<file path="config.mk">
export PLATFORM = sky130hd
export DESIGN_NAME = zone_scanner
export DESIGN_NICKNAME = d
export VERILOG_FILES = /design/src/rtl/zsc_pkg.sv /design/src/rtl/zsc_divider.sv /design/src/rtl/zsc_sequencer.sv /design/src/rtl/zsc_assembler.sv /design/src/rtl/zsc_port_drv.sv /design/src/rtl/zone_scanner.sv
export SDC_FILE = /design/constraint.sdc
export NUM_CORES = 1
export LEC_CHECK = 0
export ABC_AREA = 1
export CAP_MARGIN = 20
export CORE_ASPECT_RATIO = 0.7
export CORE_MARGIN = 2
export CORE_UTILIZATION = 55
export DETAILED_ROUTE_END_ITERATION = 7
export GPL_TIMING_DRIVEN = 0
export PLACE_DENSITY = 0.81
export SLEW_MARGIN = 40
export SYNTH_ARGS = -nofsm -noshare
export SYNTH_HDL_FRONTEND = slang
export SYNTH_SLANG_ARGS = --single-unit
</file>
<file path="constraint.sdc">
create_clock -name clk -period 2 [get_ports clk]
set_input_delay 0.3 -clock clk [delete_from_list [all_inputs] [get_ports clk]]
set_output_delay 0.3 -clock clk [all_outputs]
set_load 0.05 [all_outputs]
</file>
<file path="src/rtl/zsc_pkg.sv">
package zsc_pkg;
   typedef enum logic [1:0] {
      ST_GAP  = 2'd0,
      ST_LOAD = 2'd1,
      ST_LOW  = 2'd2,
      ST_HIGH = 2'd3
   } zsc_state_e;
endpackage

</file>
<file path="src/rtl/zsc_divider.sv">
module zsc_divider #(
   parameter int DIV_W = 8
) (
   input  logic             clk,
   input  logic             rst_n,
   input  logic             run,
   input  logic [DIV_W-1:0] div_cfg,
   output logic             tick
);
   logic [DIV_W-1:0] cnt_q;

   assign tick = run && (cnt_q == div_cfg);

   always_ff @(posedge clk or negedge rst_n) begin
      if (!rst_n) begin
         cnt_q <= '0;
      end else if (!run || tick) begin
         cnt_q <= '0;
      end else begin
         cnt_q <= cnt_q + 1'b1;
      end
   end
endmodule

</file>
<file path="src/rtl/zsc_sequencer.sv">
module zsc_sequencer
   import zsc_pkg::*;
#(
   parameter int NUM_GROUPS = 8,
   parameter int GROUP_W    = 8,
   parameter int GAP_W      = 16,
   localparam int GRP_CW    = $clog2(NUM_GROUPS + 1),
   localparam int BIT_CW    = $clog2(GROUP_W),
   localparam int OUT_CW    = $clog2(NUM_GROUPS)
) (
   input  logic              clk,
   input  logic              rst_n,
   input  logic              en,
   input  logic [GAP_W-1:0]  gap_cfg,
   input  logic              tick,
   output logic              run,
   output logic              load_n,
   output logic              sck,
   output logic              sample,
   output logic              write_ph,
   output logic              finish,
   output logic [GRP_CW-1:0] grp_idx,
   output logic [BIT_CW-1:0] bit_idx,
   output logic [OUT_CW-1:0] out_idx
);
   localparam logic [GRP_CW-1:0] GRP_LAST = GRP_CW'(NUM_GROUPS);
   localparam logic [BIT_CW-1:0] BIT_LAST = BIT_CW'(GROUP_W - 1);
   localparam logic [OUT_CW-1:0] OUT_LAST = OUT_CW'(NUM_GROUPS - 1);

   zsc_state_e       state_q;
   logic [GAP_W-1:0] gap_q;

   assign run      = (state_q != ST_GAP);
   assign load_n   = (state_q != ST_LOAD);
   assign sck      = (state_q == ST_HIGH);
   assign write_ph = (grp_idx == GRP_LAST);
   assign sample   = (state_q == ST_LOW) && tick && !write_ph;
   assign finish   = (state_q == ST_HIGH) && tick && write_ph && (out_idx == OUT_LAST);

   always_ff @(posedge clk or negedge rst_n) begin
      if (!rst_n) begin
         state_q <= ST_GAP;
         gap_q   <= '0;
         grp_idx <= '0;
         bit_idx <= '0;
         out_idx <= '0;
      end else begin
         unique case (state_q)
            ST_GAP: begin
               if ((gap_q >= gap_cfg) && en) begin
                  state_q <= ST_LOAD;
                  grp_idx <= '0;
                  bit_idx <= '0;
                  out_idx <= '0;
               end else if (gap_q != {GAP_W{1'b1}}) begin
                  gap_q <= gap_q + 1'b1;
               end
            end
            ST_LOAD: begin
               if (tick) state_q <= ST_LOW;
            end
            ST_LOW: begin
               if (tick) state_q <= ST_HIGH;
            end
            ST_HIGH: begin
               if (tick) begin
                  if (finish) begin
                     state_q <= ST_GAP;
                     gap_q   <= '0;
                  end else begin
                     state_q <= ST_LOW;
                     out_idx <= (out_idx == OUT_LAST) ? '0 : out_idx + 1'b1;
                     if (!write_ph) begin
                        if (bit_idx == BIT_LAST) begin
                           bit_idx <= '0;
                           grp_idx <= grp_idx + 1'b1;
                        end else begin
                           bit_idx <= bit_idx + 1'b1;
                        end
                     end
                  end
               end
            end
            default: state_q <= ST_GAP;
         endcase
      end
   end
endmodule

</file>
<file path="src/rtl/zsc_assembler.sv">
module zsc_assembler #(
   parameter int NUM_GROUPS = 8,
   parameter int GROUP_W    = 8,
   localparam int GRP_CW    = $clog2(NUM_GROUPS + 1),
   localparam int BIT_CW    = $clog2(GROUP_W)
) (
   input  logic                  clk,
   input  logic                  rst_n,
   input  logic                  sample,
   input  logic                  ser_in,
   input  logic [GRP_CW-1:0]     grp_idx,
   input  logic [BIT_CW-1:0]     bit_idx,
   input  logic                  finish,
   output logic [NUM_GROUPS-1:0] pending,
   output logic [NUM_GROUPS-1:0] zone_vec,
   output logic                  scan_done
);
   localparam logic [BIT_CW-1:0] BIT_LAST = BIT_CW'(GROUP_W - 1);

   logic [GROUP_W-1:0] byte_q;
   logic [GROUP_W-1:0] byte_nx;
   logic               byte_end;

   assign byte_nx  = {byte_q[GROUP_W-2:0], ser_in};
   assign byte_end = sample && (bit_idx == BIT_LAST);

   always_ff @(posedge clk or negedge rst_n) begin
      if (!rst_n) begin
         byte_q <= '0;
      end else if (sample) begin
         byte_q <= byte_nx;
      end
   end

   for (genvar g = 0; g < NUM_GROUPS; g++) begin : g_zone
      always_ff @(posedge clk or negedge rst_n) begin
         if (!rst_n) begin
            pending[g] <= 1'b0;
         end else if (byte_end && (grp_idx == GRP_CW'(g))) begin
            pending[g] <= |byte_nx;
         end
      end
   end

   always_ff @(posedge clk or negedge rst_n) begin
      if (!rst_n) begin
         zone_vec  <= '0;
         scan_done <= 1'b0;
      end else begin
         scan_done <= finish;
         if (finish) zone_vec <= pending;
      end
   end
endmodule

</file>
<file path="src/rtl/zsc_port_drv.sv">
module zsc_port_drv #(
   parameter int NUM_GROUPS = 8,
   parameter bit MSB_FIRST  = 1'b1,
   localparam int OUT_CW    = $clog2(NUM_GROUPS)
) (
   input  logic                  write_ph,
   input  logic [OUT_CW-1:0]     out_idx,
   input  logic [NUM_GROUPS-1:0] pending,
   input  logic [NUM_GROUPS-1:0] zone_vec,
   output logic                  sdo
);
   logic [OUT_CW-1:0]     sel;
   logic [NUM_GROUPS-1:0] src;

   if (MSB_FIRST) begin : g_msb
      assign sel = OUT_CW'(NUM_GROUPS - 1) - out_idx;
   end else begin : g_lsb
      assign sel = out_idx;
   end

   assign src = write_ph ? pending : zone_vec;
   assign sdo = src[sel];
endmodule

</file>
<file path="src/rtl/zone_scanner.sv">
module zone_scanner #(
   parameter int NUM_GROUPS = 8,
   parameter int GROUP_W    = 8,
   parameter int DIV_W      = 8,
   parameter int GAP_W      = 16,
   parameter bit MSB_FIRST  = 1'b1
) (
   input  logic                  clk,
   input  logic                  rst_n,
   input  logic                  en,
   input  logic [DIV_W-1:0]      div_cfg,
   input  logic [GAP_W-1:0]      gap_cfg,
   input  logic                  ser_in,
   output logic                  load_n,
   output logic                  sck,
   output logic                  sdo,
   output logic [NUM_GROUPS-1:0] zone_vec,
   output logic                  scan_done
);
   localparam int GRP_CW = $clog2(NUM_GROUPS + 1);
   localparam int BIT_CW = $clog2(GROUP_W);
   localparam int OUT_CW = $clog2(NUM_GROUPS);

   if (NUM_GROUPS < 2) begin : g_bad_groups
      $error("zone_scanner: NUM_GROUPS must be at least 2");
   end
   if (GROUP_W < 2) begin : g_bad_width
      $error("zone_scanner: GROUP_W must be at least 2");
   end
   if (DIV_W < 1 || GAP_W < 1) begin : g_bad_cfg
      $error("zone_scanner: DIV_W and GAP_W must be positive");
   end

   logic              run;
   logic              tick;
   logic              sample;
   logic              write_ph;
   logic              finish;
   logic [GRP_CW-1:0] grp_idx;
   logic [BIT_CW-1:0] bit_idx;
   logic [OUT_CW-1:0] out_idx;
   logic [NUM_GROUPS-1:0] pending;

   zsc_divider #(.DIV_W(DIV_W)) u_div (
      .clk     (clk),
      .rst_n   (rst_n),
      .run     (run),
      .div_cfg (div_cfg),
      .tick    (tick)
   );

   zsc_sequencer #(
      .NUM_GROUPS (NUM_GROUPS),
      .GROUP_W    (GROUP_W),
      .GAP_W      (GAP_W)
   ) u_seq (
      .clk      (clk),
      .rst_n    (rst_n),
      .en       (en),
      .gap_cfg  (gap_cfg),
      .tick     (tick),
      .run      (run),
      .load_n   (load_n),
      .sck      (sck),
      .sample   (sample),
      .write_ph (write_ph),
      .finish   (finish),
      .grp_idx  (grp_idx),
      .bit_idx  (bit_idx),
      .out_idx  (out_idx)
   );

   zsc_assembler #(
      .NUM_GROUPS (NUM_GROUPS),
      .GROUP_W    (GROUP_W)
   ) u_asm (
      .clk       (clk),
      .rst_n     (rst_n),
      .sample    (sample),
      .ser_in    (ser_in),
      .grp_idx   (grp_idx),
      .bit_idx   (bit_idx),
      .finish    (finish),
      .pending   (pending),
      .zone_vec  (zone_vec),
      .scan_done (scan_done)
   );

   zsc_port_drv #(
      .NUM_GROUPS (NUM_GROUPS),
      .MSB_FIRST  (MSB_FIRST)
   ) u_port (
      .write_ph (write_ph),
      .out_idx  (out_idx),
      .pending  (pending),
      .zone_vec (zone_vec),
      .sdo      (sdo)
   );
endmodule

</file>
==> results.sh, run 1 <==
export IMPL_violations="negative setup slack"
export IMPL_syn_nets=558
export IMPL_antenna_found_initial=1
export IMPL_setup_viol=4
export IMPL_fin_ws_ps=-247
export IMPL_use_met3_pct=5.80
export IMPL_clk_latency_ps=350
export IMPL_start_kind="flop"
export IMPL_clkTransAtPathRegs_ps=70
export IMPL_rows=25
export IMPL_critPathSlowestCell="dfrtp_1"
export IMPL_finClkSkew_ps=11.1
export IMPL_critical_path_endpoint_type="output pin"
export IMPL_period_minus_slack_ps=2250
export IMPL_clock_sinks=60
export IMPL_drive_gt1_share_pct=18.9
export IMPL_clk_path_buf_depth=2
export IMPL_status="finished, violations left"
export IMPL_synthArstFlopShare_pct=100
export IMPL_start_util_pct=56.4
export IMPL_hold_slack_ps=415
export IMPL_grt_pass1_vias=3280
export IMPL_synth_most_common_cell="nand2_1"
export IMPL_cts_root_buffer="clkbuf_8"
export IMPL_arrival_ps=1950
export IMPL_post_drt_wl_per_cell_um=14.7
export IMPL_synth_top_area_share_pct=39.6
export IMPL_routed_wirelength_um=9960
export IMPL_rsz0062_at_grt="yes"
export IMPL_path_max_fanout=5
export IMPL_cpPeakStageDelay_ps=430
export IMPL_syn_inst=504
export IMPL_diodes=0
export IMPL_tightestPinTransition_ps=686
export IMPL_slew_headroom_pct=54.0
export IMPL_synth_avg_cell_area_um2=7.53
export IMPL_cts_tree="done"
export IMPL_grt_use_met1_pct=34.5
export IMPL_finalInstanceArea_um2=5010
export IMPL_fmax_mhz=445
export IMPL_dp_cells=638
export IMPL_setup_tns_final_ps=-269
export IMPL_ys_seq_area_share_pct=39.6
export IMPL_crit_path_frequent_cell="buf_6"
export IMPL_reg2regPathDepth=14
export IMPL_max_cap_violations=0
export IMPL_synth_area_leader_cell="dfrtp_1"
export IMPL_core_area_um2=6730
export IMPL_area_growth_pct=32.1
export IMPL_synth_common_cells="129 x nand2_1, 78 x inv_1, 60 x dfrtp_1"
export IMPL_final_core_util_pct=74.5
export IMPL_first_pass_iters=6
export IMPL_htreeDepth=3
export IMPL_yosys_most_used_dff="dfrtp_1"
export IMPL_grtUsageTotal_pct=25.0
export IMPL_maxSlewViolCount=0
export IMPL_leakagePower_nw=2.39
export IMPL_dieWidth_um=103
export IMPL_final_cells=676
export IMPL_io_pins=40
export IMPL_ys_warnings_count=0
export IMPL_vias=3699
export IMPL_dp_slack_ps=-798
export IMPL_grt_met2_usage_pct=39.0
export IMPL_syn_area_um2=3790
export IMPL_placed_cell_area_um2=4350
export IMPL_hold_class="primary input to async pin"
export IMPL_numCtsBuffers=9
export IMPL_finalHoldViolCount=0
export IMPL_p_per_area_nw_per_um2=762
export IMPL_synth_edf_count=0
export IMPL_vdd_ir_drop_max_v=0.000331
export IMPL_crit_chain="inv_1 -> nand3_4 -> inv_4 -> buf_6 -> a21oi_1 -> o21ai_1 -> nand3_1 -> nand3_2 -> o21ai_4 -> buf_6"
export IMPL_dpl_hpwl_um=6270
export IMPL_top_usage_layer="met2"
export IMPL_synth_cell_types=34
export IMPL_synth_seq_cells=60
export IMPL_worstPathRequired_ps=1700
export IMPL_fin_total_pwr_mw=3.82
export IMPL_path_class="flop to output pin"
export IMPL_place_congestion=0.869
export IMPL_overflow=0
export IMPL_route_detailed_drc=0
export IMPL_die_y_um=73.5
export IMPL_fin_crit_sh_pct=112
export IMPL_ant_nets=0
export IMPL_drtIter0Drc=299
export IMPL_grt_pass1_wl_um=14600
export IMPL_grt_max_degree=33
export IMPL_yosys_top_cells_area="dfrtp_1 40%, nand2_1 13%, ha_1 8.6%"
export IMPL_nets=631
export IMPL_avgViaCountPerCell=5.47
export IMPL_port_buffers=39
export IMPL_dieArea_um2=7590
==> area by class of cell <==
class / instances / area, µm²
Multi-Input combinational cell: 352 / 2160
Fill cell: 481 / 1710
Sequential cell: 60 / 1510
Timing Repair Buffer: 62 / 622
Inverter: 80 / 303
Clock buffer: 12 / 155
Tap cell: 94 / 118
Buffer: 12 / 101
Clock inverter: 4 / 47.5
==> cell usage in the layout, fill, tap and decap left out, types with 2 or more instances in the layout <==
master / count
or2_2: 4
nor3_4: 2
nor3_1: 7
o21ai_1: 26
nand2_2: 8
a21oi_2: 2
xor2_1: 9
nor3_2: 2
inv_1: 73
inv_2: 6
nand2_1: 122
nand3_1: 25
ha_1: 19
buf_2: 3
clkdlybuf4s50_1: 35
nand3_2: 6
buf_8: 2
nand4_1: 17
clkbuf_1: 4
nand2_4: 3
a21oi_1: 18
o21ai_0: 17
nor2_1: 30
ha_4: 6
buf_12: 2
buf_6: 10
nand3_4: 4
clkbuf_8: 11
o211ai_1: 6
buf_4: 16
dfrtp_1: 56
clkinv_2: 2
nor2_2: 4
dfrtp_2: 4
o21ai_2: 3
xnor2_1: 2
==> registers in the layout (all words and copies together), names as in the netlist <==
register / count
u_seq.gap_q: 16
u_asm.zone_vec: 8
u_asm.scan_done: 1
u_seq.bit_idx: 3
u_asm.pending: 8
u_asm.byte_q: 7
u_seq.grp_idx: 4
u_seq.state_q: 2
u_div.cnt_q: 8
u_seq.out_idx: 3
==> per-layer routing <==
metal  vias up  part of all wire (%)
li1       1782                     -
met1      1727                    43
met2       157                    48
met3        31                   7.0
met4         2                   2.0
met5         -                  0.13
==> worst paths after layout <==
path | startpoint | to | slack, ps
max | u_seq.grp_idx[2]$_DFFE_PN0P_ | sdo | -250
min | rst_n | u_seq.gap_q[8]$_DFFE_PN0P_ | 410
max reg2reg | u_seq.grp_idx[0]$_DFFE_PN0P_ | u_asm.pending[2]$_DFFE_PN0P_ | -10
min reg2reg | u_div.cnt_q[0]$_DFF_PN0_ | u_div.cnt_q[0]$_DFF_PN0_ | 500
max in group asynchronous | rst_n | u_seq.gap_q[2]$_DFFE_PN0P_ | 1080
min in group clk | u_div.cnt_q[0]$_DFF_PN0_ | u_div.cnt_q[0]$_DFF_PN0_ | 500
==> what timing repair did <==
item | 4_1_cts | 5_1_grt
buffers inserted | 9 | 10
gates cloned | 1 | 1
hold buffers | 1 | 0
gates resized for setup | 32 | 50
endpoints found under the setup margin | 45 | 40
endpoints found under the hold margin | 28 | 0
pin swaps | 7 | 28
==> cells by family (layout without fill, tap and decap cells) <==
kind of cell             count (synthesis)  in the layout  share of synthesized area (%)
flip-flops                              60             60                           39.6
AO/OA/AOI/OAI                           76             76                           10.8
adder cells (fa/ha/maj)                 26             26                           8.57
XOR/XNOR                                11             11                           2.54
AND/OR/NAND/NOR                        239            239                           28.6
buffers and inverters                   92            170                           9.99
==> critical path, delay by kind of cell (launching register included) <==
family | cells | cell delay (ps)
buffers and inverters | 4 | 580
and+or+nand+nor | 3 | 330
AOI/OAI and AO/OA | 3 | 260
DFF | 1 | 430
==> where the power goes <==
group / switching, mW / internal (mW)
clock network: 0.510 / 0.640
logic: 0.655 / 0.465
registers: 0.173 / 1.37
total: 1.34 / 2.48
No activity file was read; power rests on OpenSTA's default activity.
==> run 2, diff against run 1 <==
ABC_AREA = default   (was 1)
SKIP_CTS_REPAIR_TIMING = 1   (was default)
==> results.sh, run 2 <==
export IMPL_maxSlewViolCount=0
export IMPL_critPathSlowestCell="mux4_2"
export IMPL_placed_cell_area_um2=4190
export IMPL_max_cap_violations=0
export IMPL_critical_path_endpoint_type="output pin"
export IMPL_area_growth_pct=47.4
export IMPL_syn_area_um2=3630
export IMPL_rows=24
export IMPL_start_util_pct=57.6
export IMPL_grtUsageTotal_pct=24.4
export IMPL_io_pins=40
export IMPL_path_class="flop to output pin"
export IMPL_antenna_found_initial=0
export IMPL_dieArea_um2=7280
export IMPL_crit_chain="inv_2 -> ha_4 -> and3b_1 -> buf_6 -> mux4_2 -> mux4_2 -> buf_8"
export IMPL_path_max_fanout=5
export IMPL_yosys_most_used_dff="dfrtp_1"
export IMPL_overflow=0
export IMPL_vias=3673
export IMPL_dieWidth_um=101
export IMPL_critPathTopFamily="multiplexers"
export IMPL_post_drt_wl_per_cell_um=24.2
export IMPL_final_core_util_pct=84.9
export IMPL_fin_ws_ps=-833
export IMPL_tightestPinTransition_ps=756
export IMPL_violations="negative setup slack"
export IMPL_ant_nets=0
export IMPL_synthMuxAreaShare_pct=10.2
export IMPL_finalInstanceArea_um2=5350
export IMPL_synth_top_family_by_area="compound AO/OA/AOI/OAI gates"
export IMPL_first_pass_iters=7
export IMPL_largest_register_ffs=16
export IMPL_synth_simple_gate_area_share_pct=14.4
export IMPL_slew_headroom_pct=49.6
export IMPL_synth_compound_area_share_pct=17.3
export IMPL_rsz0062_at_grt="yes"
export IMPL_port_buffers=39
export IMPL_p_per_area_nw_per_um2=660
export IMPL_dpl_hpwl_um=5970
export IMPL_period_minus_slack_ps=2830
export IMPL_worstPathRequired_ps=1700
export IMPL_synth_avg_cell_area_um2=10.6
export IMPL_numCtsBuffers=9
export IMPL_crit_path_frequent_cell="mux4_2"
export IMPL_top_register="u_seq.gap_q"
export IMPL_grt_max_degree=42
export IMPL_dp_slack_ps=-1010
export IMPL_clock_sinks=60
export IMPL_start_kind="flop"
export IMPL_synth_xor_area_share_pct=3.38
export IMPL_finalHoldViolCount=0
export IMPL_hold_class="primary input to async pin"
export IMPL_synth_most_common_cell="dfrtp_1"
export IMPL_clkTransAtPathRegs_ps=80
export IMPL_synth_edf_count=0
export IMPL_syn_nets=398
export IMPL_fin_crit_sh_pct=142
export IMPL_finClkSkew_ps=17.2
export IMPL_die_y_um=72.0
export IMPL_core_area_um2=6310
export IMPL_vdd_ir_drop_max_v=0.000376
export IMPL_worst_path_buf_inv=3
export IMPL_diodes=0
export IMPL_grt_pass1_vias=2945
export IMPL_hold_slack_ps=349
export IMPL_clk_path_buf_depth=2
export IMPL_synth_seq_cells=60
export IMPL_ys_warnings_count=0
export IMPL_fill_cells=258
export IMPL_setup_viol=51
export IMPL_leakagePower_nw=2.41
export IMPL_synth_top_area_share_pct=41.3
export IMPL_fin_total_pwr_mw=3.53
export IMPL_nets=496
export IMPL_fmax_mhz=353
export IMPL_cpPeakStageDelay_ps=520
export IMPL_htreeDepth=3
export IMPL_synth_area_leader_cell="dfrtp_1"
export IMPL_synthAdderAreaFrac_pct=8.96
export IMPL_yosys_top_cells_area="dfrtp_1 41%, ha_1 9.0%, mux2_2 6.5%"
export IMPL_synth_cell_types=52
export IMPL_routed_wirelength_um=12700
export IMPL_layout_common_cells="48 x dfrtp_1, 37 x buf_4, 32 x clkdlybuf4s50_1"
export IMPL_status="finished, violations left"
export IMPL_route_detailed_drc=0
export IMPL_final_common_cell="dfrtp_1"
export IMPL_synthArstFlopShare_pct=100
export IMPL_cts_tree="done"
export IMPL_grt_pass1_wl_um=13900
export IMPL_drtIter0Drc=514
export IMPL_synth_common_cells="60 x dfrtp_1, 26 x ha_1, 23 x inv_1"
export IMPL_avgViaCountPerCell=7.00
export IMPL_ys_seq_area_share_pct=41.3
export IMPL_drive_gt1_share_pct=41.2
export IMPL_syn_inst=344
export IMPL_arrival_ps=2530
export IMPL_cts_root_buffer="clkbuf_8"
export IMPL_clk_latency_ps=370
export IMPL_place_congestion=0.840
run 2: cell type report:
| class | count | area [µm²] | share of cell area [%] |
|---|---|---|---|
| multi-input cells | 248 | 2440 | 45.7 |
| flip-flops and latches | 60 | 1520 | 28.3 |
| repair buffers | 88 | 857 | 16.0 |
| clock buffers | 12 | 145 | 2.71 |
| plain buffers | 11 | 125 | 2.34 |
| well taps | 78 | 97.6 | 1.82 |
| inverters | 24 | 93.8 | 1.75 |
| clock inverters | 4 | 72.6 | 1.36 |
run 2: routing by layer:
metal	vias up	wire length [µm]	GRT usage, %	part of all wire (%)
li1	1510	-	-	-
met3	76	1280	7.51	10
met2	276	5790	36.4	46
met1	1811	5030	34.6	40
met5	-	0	0	0
met4	0	597	7.81	4.7
run 2: worst paths after layout:
path,cells after the start,slack (ps),startpoint,to
max in group asynchronous,3,1110,rst_n,u_seq.grp_idx[1]$_DFFE_PN0P_
hold reg to reg,1,530,u_seq.bit_idx[1]$_DFFE_PN0P_,u_seq.bit_idx[1]$_DFFE_PN0P_
hold / removal,2,350,rst_n,u_seq.gap_q[5]$_DFFE_PN0P_
setup reg to reg,10,-460,u_seq.gap_q[0]$_DFFE_PN0P_,u_seq.gap_q[14]$_DFFE_PN0P_
setup / recovery,7,-830,u_seq.grp_idx[0]$_DFFE_PN0P_,sdo
min in group clk,1,530,u_seq.bit_idx[1]$_DFFE_PN0P_,u_seq.bit_idx[1]$_DFFE_PN0P_
run 2: power by group:
part / switching [mW] / leakage (nW) / total [mW] / internal [mW]
Combinational: 0.409 / 1.50 / 0.807 / 0.397
Clock: 0.533 / 0.107 / 1.27 / 0.735
Sequential: 0.172 / 0.803 / 1.46 / 1.29
run 2: worst register-to-register path, cell delays in order (launching register included):
cell and delay, ps:
dfrtp_2 410, inv_2 70, ha_4 190, nand2b_4 150, a2111o_1 410, a32oi_2 280, buf_4 170, a211oi_4 80
buf_6 160, o31ai_4 290, o31ai_4 110
run 2: cell families (layout without fill, tap and decap cells):
logic type / after synthesis / in the layout
compound gates: 87 / 87
xor+xnor: 14 / 14
simple gates: 93 / 93
fa+ha+maj: 26 / 26
flops: 60 / 60
mux: 28 / 28
buf+inv: 36 / 139
run 2: stage by stage:
| stage | instances | TNS, ps |
|---|---|---|
| after floorplan | 344 | -4340 |
| after global placement | 461 | -105690 |
| after detailed placement | 462 | -32780 |
| after CTS | 478 | -18990 |
| after global routing | 525 | -16170 |
| final | 525 | -13730 |
==> run 3, diff against run 2 <==
CTS_CLUSTER_DIAMETER = 100   (was default)
==> results of run 3 <==
No change in the layout: final DEF, timing and power equal those of run 2.
